`src/rtl/htxf_pkg.sv`:
```
package htxf_pkg;

  localparam int LANES  = 4;
  localparam int LANE_W = 8;
  localparam int WORD_W = LANES * LANE_W;
  localparam int LIDX_W = $clog2(LANES);

  typedef logic [LANES-1:0]  lmask_t;
  typedef logic [LIDX_W-1:0] lidx_t;

  // One stored word with its side tags
  typedef struct packed {
    lmask_t              vmask;
    logic                last;
    logic                nocrc;
    logic                pre;
    logic [WORD_W-1:0]   data;
  } hword_t;

  // Index of the lowest set bit (0 when none)
  function automatic lidx_t first_lane(input lmask_t m);
    lidx_t r;
    r = '0;
    for (int i = LANES - 1; i >= 0; i--) begin
      if (m[i]) r = lidx_t'(i);
    end
    return r;
  endfunction

  function automatic lmask_t lane_bit(input lidx_t i);
    return lmask_t'(1) << i;
  endfunction

  function automatic logic [LANE_W-1:0] lane_of(input logic [WORD_W-1:0] d, input lidx_t i);
    return d[int'(i)*LANE_W +: LANE_W];
  endfunction

  // Room test for the writer status flag
  function automatic logic room_ok(input int free_n, input logic wide, input int wide_thr);
    return wide ? (free_n >= wide_thr) : (free_n >= 1);
  endfunction

endpackage

```
`src/rtl/htxf_clrseq.sv`:
```
module htxf_clrseq #(
  parameter int CLR_CYCLES = 3
) (
  input  logic clk,
  input  logic rst_n,
  input  logic abort_i,
  input  logic txrst_i,
  output logic clr_now,
  output logic blocked
);
  localparam int BW = $clog2(CLR_CYCLES + 1);

  logic [BW-1:0] hold_q;

  assign clr_now = abort_i | txrst_i;

  always_ff @(posedge clk or negedge rst_n) begin
    if (!rst_n) begin
      hold_q <= BW'(CLR_CYCLES);
    end else if (clr_now) begin
      hold_q <= BW'(CLR_CYCLES);
    end else if (hold_q != '0) begin
      hold_q <= hold_q - 1'b1;
    end
  end

  assign blocked = clr_now | (hold_q != '0);

endmodule

```
`src/rtl/htxf_store.sv`:
```
module htxf_store
  import htxf_pkg::*;
#(
  parameter int DEPTH = 8,
  localparam int PW = $clog2(DEPTH),
  localparam int CW = $clog2(DEPTH + 1)
) (
  input  logic          clk,
  input  logic          rst_n,
  input  logic          clr,
  input  logic          push,
  input  hword_t        push_word,
  input  logic          pop,
  output hword_t        head,
  output logic [CW-1:0] count,
  output logic          empty
);

  hword_t        slot_q [DEPTH];
  logic [PW-1:0] wr_q, rd_q;
  logic [CW-1:0] cnt_q;

  function automatic logic [PW-1:0] bump(input logic [PW-1:0] p);
    return (p == PW'(DEPTH - 1)) ? '0 : p + 1'b1;
  endfunction

  for (genvar e = 0; e < DEPTH; e++) begin : g_slot
    always_ff @(posedge clk or negedge rst_n) begin
      if (!rst_n) begin
        slot_q[e] <= '0;
      end else if (clr) begin
        slot_q[e] <= '0;
      end else if (push && wr_q == PW'(e)) begin
        slot_q[e] <= push_word;
      end
    end
  end

  always_ff @(posedge clk or negedge rst_n) begin
    if (!rst_n) begin
      wr_q  <= '0;
      rd_q  <= '0;
      cnt_q <= '0;
    end else if (clr) begin
      wr_q  <= '0;
      rd_q  <= '0;
      cnt_q <= '0;
    end else begin
      if (push) wr_q <= bump(wr_q);
      if (pop)  rd_q <= bump(rd_q);
      case ({push, pop})
        2'b10:   cnt_q <= cnt_q + 1'b1;
        2'b01:   cnt_q <= cnt_q - 1'b1;
        default: cnt_q <= cnt_q;
      endcase
    end
  end

  assign head  = slot_q[rd_q];
  assign count = cnt_q;
  assign empty = (cnt_q == '0);

endmodule

```
`src/rtl/htxf_wrside.sv`:
```
module htxf_wrside
  import htxf_pkg::*;
#(
  parameter int DEPTH      = 8,
  parameter int AVAIL_WIDE = 4,
  localparam int CW = $clog2(DEPTH + 1)
) (
  input  logic              clk,
  input  logic              rst_n,
  input  logic              clr,
  input  logic              blocked,
  input  logic              wr_en,
  input  logic              wr_term,
  input  lmask_t            wr_be,
  input  logic [WORD_W-1:0] wr_data,
  input  logic              wr_nocrc,
  input  logic              wr_pre,
  input  logic              mode_wide,
  input  logic [CW-1:0]     count,
  output logic              push,
  output hword_t            push_word,
  output logic              avail,
  output logic              overflow
);

  logic attempt, full, drop;
  int   free_n;

  assign attempt = wr_en && !blocked && (wr_be != '0);
  assign full    = (count == CW'(DEPTH));
  assign push    = attempt && !full;
  assign drop    = attempt && full;

  // The write target decides the frame-end tag
  always_comb begin
    push_word.vmask = wr_be;
    push_word.last  = wr_term;
    push_word.nocrc = wr_nocrc;
    push_word.pre   = wr_pre;
    push_word.data  = wr_data;
  end

  assign free_n = DEPTH - int'(count);
  assign avail  = !blocked && room_ok(free_n, mode_wide, AVAIL_WIDE);

  always_ff @(posedge clk or negedge rst_n) begin
    if (!rst_n) begin
      overflow <= 1'b0;
    end else if (clr) begin
      overflow <= 1'b0;
    end else if (drop) begin
      overflow <= 1'b1;
    end
  end

endmodule

```
`src/rtl/htxf_reader.sv`:
```
module htxf_reader
  import htxf_pkg::*;
(
  input  logic              clk,
  input  logic              rst_n,
  input  logic              clr,
  input  logic              blocked,
  input  logic              rd_req,
  input  hword_t            head,
  input  logic              empty,
  output logic              take,
  output logic              pop,
  output lmask_t            taken,
  output logic              rd_vld,
  output logic [LANE_W-1:0] rd_byte,
  output logic              rd_sof,
  output logic              rd_eof,
  output logic              rd_nocrc,
  output logic              rd_pre,
  output logic              underrun
);

  lmask_t taken_q, rem, rest;
  lidx_t  lane;
  logic   last_lane, frame_end, starve, in_frame_q;

  assign rem       = head.vmask & ~taken_q;
  assign lane      = first_lane(rem);
  assign rest      = rem & ~lane_bit(lane);
  assign last_lane = (rest == '0);
  assign frame_end = last_lane && head.last;

  assign take   = rd_req && !blocked && !empty;
  assign starve = rd_req && !blocked && empty;
  assign pop    = take && last_lane;
  assign taken  = taken_q;

  always_ff @(posedge clk or negedge rst_n) begin
    if (!rst_n) begin
      taken_q    <= '0;
      in_frame_q <= 1'b0;
      rd_vld     <= 1'b0;
      rd_byte    <= '0;
      rd_sof     <= 1'b0;
      rd_eof     <= 1'b0;
      rd_nocrc   <= 1'b0;
      rd_pre     <= 1'b0;
      underrun   <= 1'b0;
    end else if (clr) begin
      taken_q    <= '0;
      in_frame_q <= 1'b0;
      rd_vld     <= 1'b0;
      rd_sof     <= 1'b0;
      rd_eof     <= 1'b0;
      rd_nocrc   <= 1'b0;
      rd_pre     <= 1'b0;
      underrun   <= 1'b0;
    end else begin
      rd_vld   <= take;
      rd_sof   <= take && !in_frame_q;
      rd_eof   <= take && frame_end;
      rd_nocrc <= take && frame_end && head.nocrc;
      rd_pre   <= take && !in_frame_q && head.pre;
      if (take) begin
        rd_byte    <= lane_of(head.data, lane);
        in_frame_q <= !frame_end;
        taken_q    <= pop ? '0 : (taken_q | lane_bit(lane));
      end
      if (starve) underrun <= 1'b1;
    end
  end

endmodule

```
`src/rtl/htx_tag_fifo.sv`:
```
module htx_tag_fifo
  import htxf_pkg::*;
#(
  parameter int DEPTH      = 8,
  parameter int AVAIL_WIDE = 4,
  parameter int CLR_CYCLES = 3
) (
  input  logic        clk,
  input  logic        rst_n,
  input  logic        abort_i,
  input  logic        txrst_i,
  input  logic        mode_wide_i,
  input  logic        wr_en_i,
  input  logic        wr_term_i,
  input  logic [3:0]  wr_be_i,
  input  logic [31:0] wr_data_i,
  input  logic        wr_nocrc_i,
  input  logic        wr_pre_i,
  output logic        avail_o,
  output logic        overflow_o,
  input  logic        rd_req_i,
  output logic        rd_vld_o,
  output logic [7:0]  rd_byte_o,
  output logic        rd_sof_o,
  output logic        rd_eof_o,
  output logic        rd_nocrc_o,
  output logic        rd_pre_o,
  output logic        underrun_o
);
  localparam int CW = $clog2(DEPTH + 1);

  // Named internal events (also observed by the checker)
  logic          clr_now, blocked, push, pop, take, empty;
  logic [CW-1:0] fill_cnt;
  hword_t        push_word, head;
  lmask_t        taken_mask, head_vmask;

  assign head_vmask = head.vmask;

  htxf_clrseq #(.CLR_CYCLES(CLR_CYCLES)) u_clrseq (
    .clk(clk), .rst_n(rst_n), .abort_i(abort_i), .txrst_i(txrst_i),
    .clr_now(clr_now), .blocked(blocked)
  );

  htxf_wrside #(.DEPTH(DEPTH), .AVAIL_WIDE(AVAIL_WIDE)) u_wrside (
    .clk(clk), .rst_n(rst_n), .clr(clr_now), .blocked(blocked),
    .wr_en(wr_en_i), .wr_term(wr_term_i), .wr_be(wr_be_i), .wr_data(wr_data_i),
    .wr_nocrc(wr_nocrc_i), .wr_pre(wr_pre_i), .mode_wide(mode_wide_i),
    .count(fill_cnt), .push(push), .push_word(push_word),
    .avail(avail_o), .overflow(overflow_o)
  );

  htxf_store #(.DEPTH(DEPTH)) u_store (
    .clk(clk), .rst_n(rst_n), .clr(clr_now), .push(push), .push_word(push_word),
    .pop(pop), .head(head), .count(fill_cnt), .empty(empty)
  );

  htxf_reader u_reader (
    .clk(clk), .rst_n(rst_n), .clr(clr_now), .blocked(blocked), .rd_req(rd_req_i),
    .head(head), .empty(empty), .take(take), .pop(pop), .taken(taken_mask),
    .rd_vld(rd_vld_o), .rd_byte(rd_byte_o), .rd_sof(rd_sof_o), .rd_eof(rd_eof_o),
    .rd_nocrc(rd_nocrc_o), .rd_pre(rd_pre_o), .underrun(underrun_o)
  );

endmodule

```
`config.mk`:
```
export PLATFORM = sky130hd
export DESIGN_NAME = htx_tag_fifo
export DESIGN_NICKNAME = d
export VERILOG_FILES = /design/src/rtl/htxf_pkg.sv /design/src/rtl/htxf_clrseq.sv /design/src/rtl/htxf_store.sv /design/src/rtl/htxf_wrside.sv /design/src/rtl/htxf_reader.sv /design/src/rtl/htx_tag_fifo.sv
export SDC_FILE = /design/constraint.sdc
export NUM_CORES = 1
export LEC_CHECK = 0
export ABC_CLOCK_PERIOD_IN_PS = 4200
export BUFFER_PORTS_ARGS = -buffer_cell sky130_fd_sc_hd__buf_2
export CORE_MARGIN = 3
export CORE_UTILIZATION = 50
export CTS_BUF_LIST = sky130_fd_sc_hd__clkbuf_4 sky130_fd_sc_hd__clkbuf_8
export CTS_CLUSTER_SIZE = 25
export DETAILED_ROUTE_END_ITERATION = 16
export GPL_TIMING_DRIVEN = 1
export PLACE_DENSITY = 0.67
export SETUP_SLACK_MARGIN = 0.4
export SLEW_MARGIN = 20
export SYNTH_ARGS = -nofsm -noshare
export SYNTH_HDL_FRONTEND = slang
export SYNTH_SLANG_ARGS = --single-unit
```
`constraint.sdc`:
```
create_clock -name clk -period 4.2 [get_ports clk]
set_input_delay 0.21 -clock clk [delete_from_list [all_inputs] [get_ports clk]]
set_output_delay 0.21 -clock clk [all_outputs]
set_load 0.01 [all_outputs]
```
==> results.txt <==
----------------------------------------------------
[Synth]
  Async set or reset register ratio after synthesis ... 100%
  Synthesized instance count ... 1,688
  Count of cell types in the netlist ... 56
  Share of synthesized area occupied by flip-flops and latches ... 53.1%
  Synth Flop Type ... dfrtp_1
  Avg Cell Area, Syn ... 9.61 µm²
  Area share of the largest cell type after synthesis ... 52.8%
  EDFF count, synth ... 0
  Number of storage elements in the synthesis netlist ... 344
  Post-Synthesis Cell Area ... 16,200 µm²
  Cells taking the most area after synthesis ... dfrtp_1, nand2_1, mux4_2
  Mapped Nets ... 1,746
  Yosys top cell by area ... dfrtp_1
  YS warnings ... 0

[Final layout]
  Total inserted antenna cells ... 0
  Filler Cells Inserted ... 2,757
  Signed area change from the synthesized netlist to the final layout ... 14.2%
  Share of post-route cells with drive strength above 1 ... 16.9%
  Number of nets in the layout ... 1,811
  Final cell area excluding filler cells ... 18,500 µm²
  Fin cells ... 2,228

[Worst setup path]
  Data required, critical path ... 4.74 ns
  Worst endpoint data arrival time ... 3.99 ns
  Start-to-end type of the worst setup path ... flop to flop
  Stage delay of the slowest cell on the critical path ... 0.63 ns
  Critical path, cell by cell ... mux4_2 -> a22oi_1 -> o2111ai_1 -> o21ai_4 -> and2_1 -> ha_1 -> a21o_1 -> a21oi_1 -> nor4b_1 -> o21ai_0 -> nand3_1
  Setup crit start kind ... flop
  Critical-path cell with the highest stage delay ... dfrtp_4
  Type of destination of the critical path ... flop
  Peak fanout along the critical path ... 21

[Timing]
  Final hold slack ... 0.132 ns
  Final worst clock skew ... 0.0226 ns
  Max-Slew Margin vs Limit ... 20.8%
  Unrepaired setup endpoints after global routing ... false
  Final period util ... 82.1%
  Minimum clock period after layout ... 3.45 ns
  Setup violators final ... 0
  Hold Fails Final Rpt ... 0
  Pins Over Slew Limit ... 0
  Final total negative setup slack ... 0 ns
  Worst Max-Slew Pin Slew ... 1.19 ns
  Achievable clock frequency ... 290 MHz

[Run status]
  Run status ... completed

[Drt]
  Number of nets with antenna violations after detailed routing ... 0
  Final Routed Wirelength ... 47,300 µm
  Count of unresolved DRC violations after routing ... 0
  Initial DRC count ... 1,303
  Final routed wire length divided by cell count ... 21.2 µm
  Drt pass-1 iters ... 5
  Post-detailed-route via-to-cell ratio ... 5.82
  Detailed-route via count ... 13,000

[Floorplanning]
  Initial core utilization ... 51.0%
  Die Y ... 186 µm
  Standard cell core area ... 31,800 µm²
  Horizontal die dimension ... 186 µm
  I/O pins ... 62
  Die area ... 34,600 µm²
  Number of rows created at floorplan ... 65

[Global routing]
  Number of antenna violations at the first check in global routing ... 0
  Grt total ovfl ... 0
  Largest net degree at the start of global routing ... 226
  Wire length of the first global-routing pass ... 75,400 µm
  Global router's overall resource usage ... 28.2%
  Number of global-route vias before repair ... 12,900

[Pwr]
  Cell Pwr Density ... 363 nW/µm²
  Lkg Pwr ... 0.00752 µW
  Maximum ir drop on the vdd rail ... 0.000274 V

[Worst hold path]
  Path type of the worst min-delay path ... input port to flop

[Clocking]
  Clock input transition at the sequential cells of the worst setup and hold paths ... 0.06 ns
  Bufs on Longest Clock Path ... 3
  Post-CTS Setup Repair Bufs ... 0
  CTS sink count ... 344
  Clock network latency to the later pin of the worst-skew pair ... 0.62 ns
  CTS HTree Levels ... 2
  Number of clock buffers inserted by TritonCTS ... 56
  CTS tree ... done
  Root Driver ... clkbuf_8

[Place]
  Post-DP Area ... 16,900 µm²
  Half-perimeter wire length after placement ... 27,300 µm
  Post-placement cell count ... 2,087
  Count of input and output buffers ... 61
  Final Wtd Congestion ... 0.839

[Flow run]
  Maximum capacitance violations ... 0

----------------------------------------------------
==> through the flow <==
stage	power, µW	worst slack (ns)	util, %
after floorplan	3520	0.998	-
after global placement	3700	0.768	53.2
after detailed placement	3700	0.692	53.2
after CTS	6780	0.691	58.3
after global routing	6960	0.474	58.3
final	6730	0.751	58.3
==> final timing paths <==
path,from,endpoint,slack (ns),depth (start not counted)
max reg2reg,u_store.rd_q[2]$_DFFE_PN0P_,u_store.count[3]$_DFFE_PN0P_,0.75,11
min reg2reg,u_store.slot_q[16]$_DFFE_PN0P_,u_store.slot_q[16]$_DFFE_PN0P_,0.48,2
min,wr_en_i,u_wrside.overflow$_DFFE_PN0P_,0.13,5
max,u_store.rd_q[2]$_DFFE_PN0P_,u_store.count[3]$_DFFE_PN0P_,0.75,11
max in group asynchronous,rst_n,u_store.slot_q[197]$_DFFE_PN0P_,2.84,3
min in group asynchronous,rst_n,u_store.slot_q[228]$_DFFE_PN0P_,0.28,2
==> layout by cell type, fill, tap and decap left out, types with 3 or more instances in the layout <==
master         Yosys  final
nand2_1          610    607
dfrtp_1          342    339
a21oi_1          252    250
o21ai_0           88     88
mux4_2            77     77
clkbuf_8           0     73
buf_2             31     60
dlygate4sd3_1      0     43
nor2_1            36     35
buf_4              2     31
mux2i_1           23     23
inv_1             19     19
clkbuf_4           1     19
o22ai_1           12     12
ha_1              11     11
nor2b_1            8      8
a22oi_1            6      6
and3_2             0      6
a22o_1             4      4
nand3_1            7      4
clkinv_2           0      4
buf_12             0      4
or3_1              3      3
nor4b_1            3      3
mux2_2             3      3
nand2_2            0      3
a221oi_1           3      3
xnor2_1            3      3
nand3_2            0      3
dfrtp_4            0      3
==> what timing repair did <==
action	in CTS	in global routing
resized for setup	0	1
hold endpoints to repair	414	0
hold buffers	43	0
setup endpoints to repair	0	1
==> critical path: cells and delay by family, from the launching register on <==
kind / cells / cell delay, ns
AO/OA/AOI/OAI: 6 / 1.32
flip-flops: 1 / 0.63
AND/OR/NAND/NOR: 3 / 0.60
multiplexers: 1 / 0.59
adder cells (fa/ha/maj): 1 / 0.25
==> area by class of cell <==
class | count | area [µm²] | area share, %
Clock inverter | 6 | 36.3 | 0.196
Inverter | 19 | 71.3 | 0.385
Tap cell | 435 | 544 | 2.94
Clock buffer | 92 | 1150 | 6.19
Sequential cell | 344 | 8620 | 46.5
Multi-Input combinational cell | 1193 | 7050 | 38.0
Timing Repair Buffer | 139 | 1060 | 5.71
==> report_power, final <==
group | internal (µW) | switching [µW]
clock network | 1710 | 1350
registers | 3360 | 20.6
logic | 76.8 | 219
==> routing by layer <==
| metal | global-route usage (%) | up-vias | wire length (µm) | share of wire, % |
|---|---|---|---|---|
| met5 | 0 | - | 0 | 0 |
| met4 | 7.09 | 0 | 931 | 2.0 |
| met1 | 41.1 | 6533 | 20600 | 43 |
| met3 | 4.88 | 82 | 3320 | 7.0 |
| met2 | 44.8 | 503 | 22500 | 48 |
| li1 | - | 5859 | - | - |
==> Yosys cell counts (2+ instances only) <==
master and number:
a211oi_1 2, a21o_1 2, a21oi_1 252, a221oi_1 3
a22o_1 4, a22oi_1 6, a31oi_1 2, and2_1 2
and3_1 6, buf_1 5, buf_2 31, buf_4 2
buf_6 2, clkbuf_1 91, dfrtp_1 342, dfstp_2 2
ha_1 11, inv_1 19, mux2_2 3, mux2i_1 23
mux4_2 77, nand2_1 610, nand3_1 7, nor2_1 36
nor2b_1 8, nor4_1 3, nor4b_1 3, o211ai_1 2
o21a_1 2, o21ai_0 88, o22ai_1 12, or3_1 3
xnor2_1 3, xor2_1 2
==> state kept, by name, indices dropped and copies added (netlist names), 2 cells and up <==
name and cells:
u_clrseq.hold_q 2, u_reader.rd_byte 8, u_reader.taken 4, u_store.count 4, u_store.rd_q 3, u_store.slot_q 312
u_store.wr_q 3
==> logic make-up after synthesis <==
family	Yosys count	share of synthesized area (%)
and+or+nand+nor	686	16.6
AOI/OAI and AO/OA	387	12.8
DFF	344	53.1
buffers and inverters	151	3.89
muxes	103	12.3
adders and majority gates	12	0.972
xor gates and xnor gates	5	0.270
No activity file was read; power rests on OpenSTA's default activity.
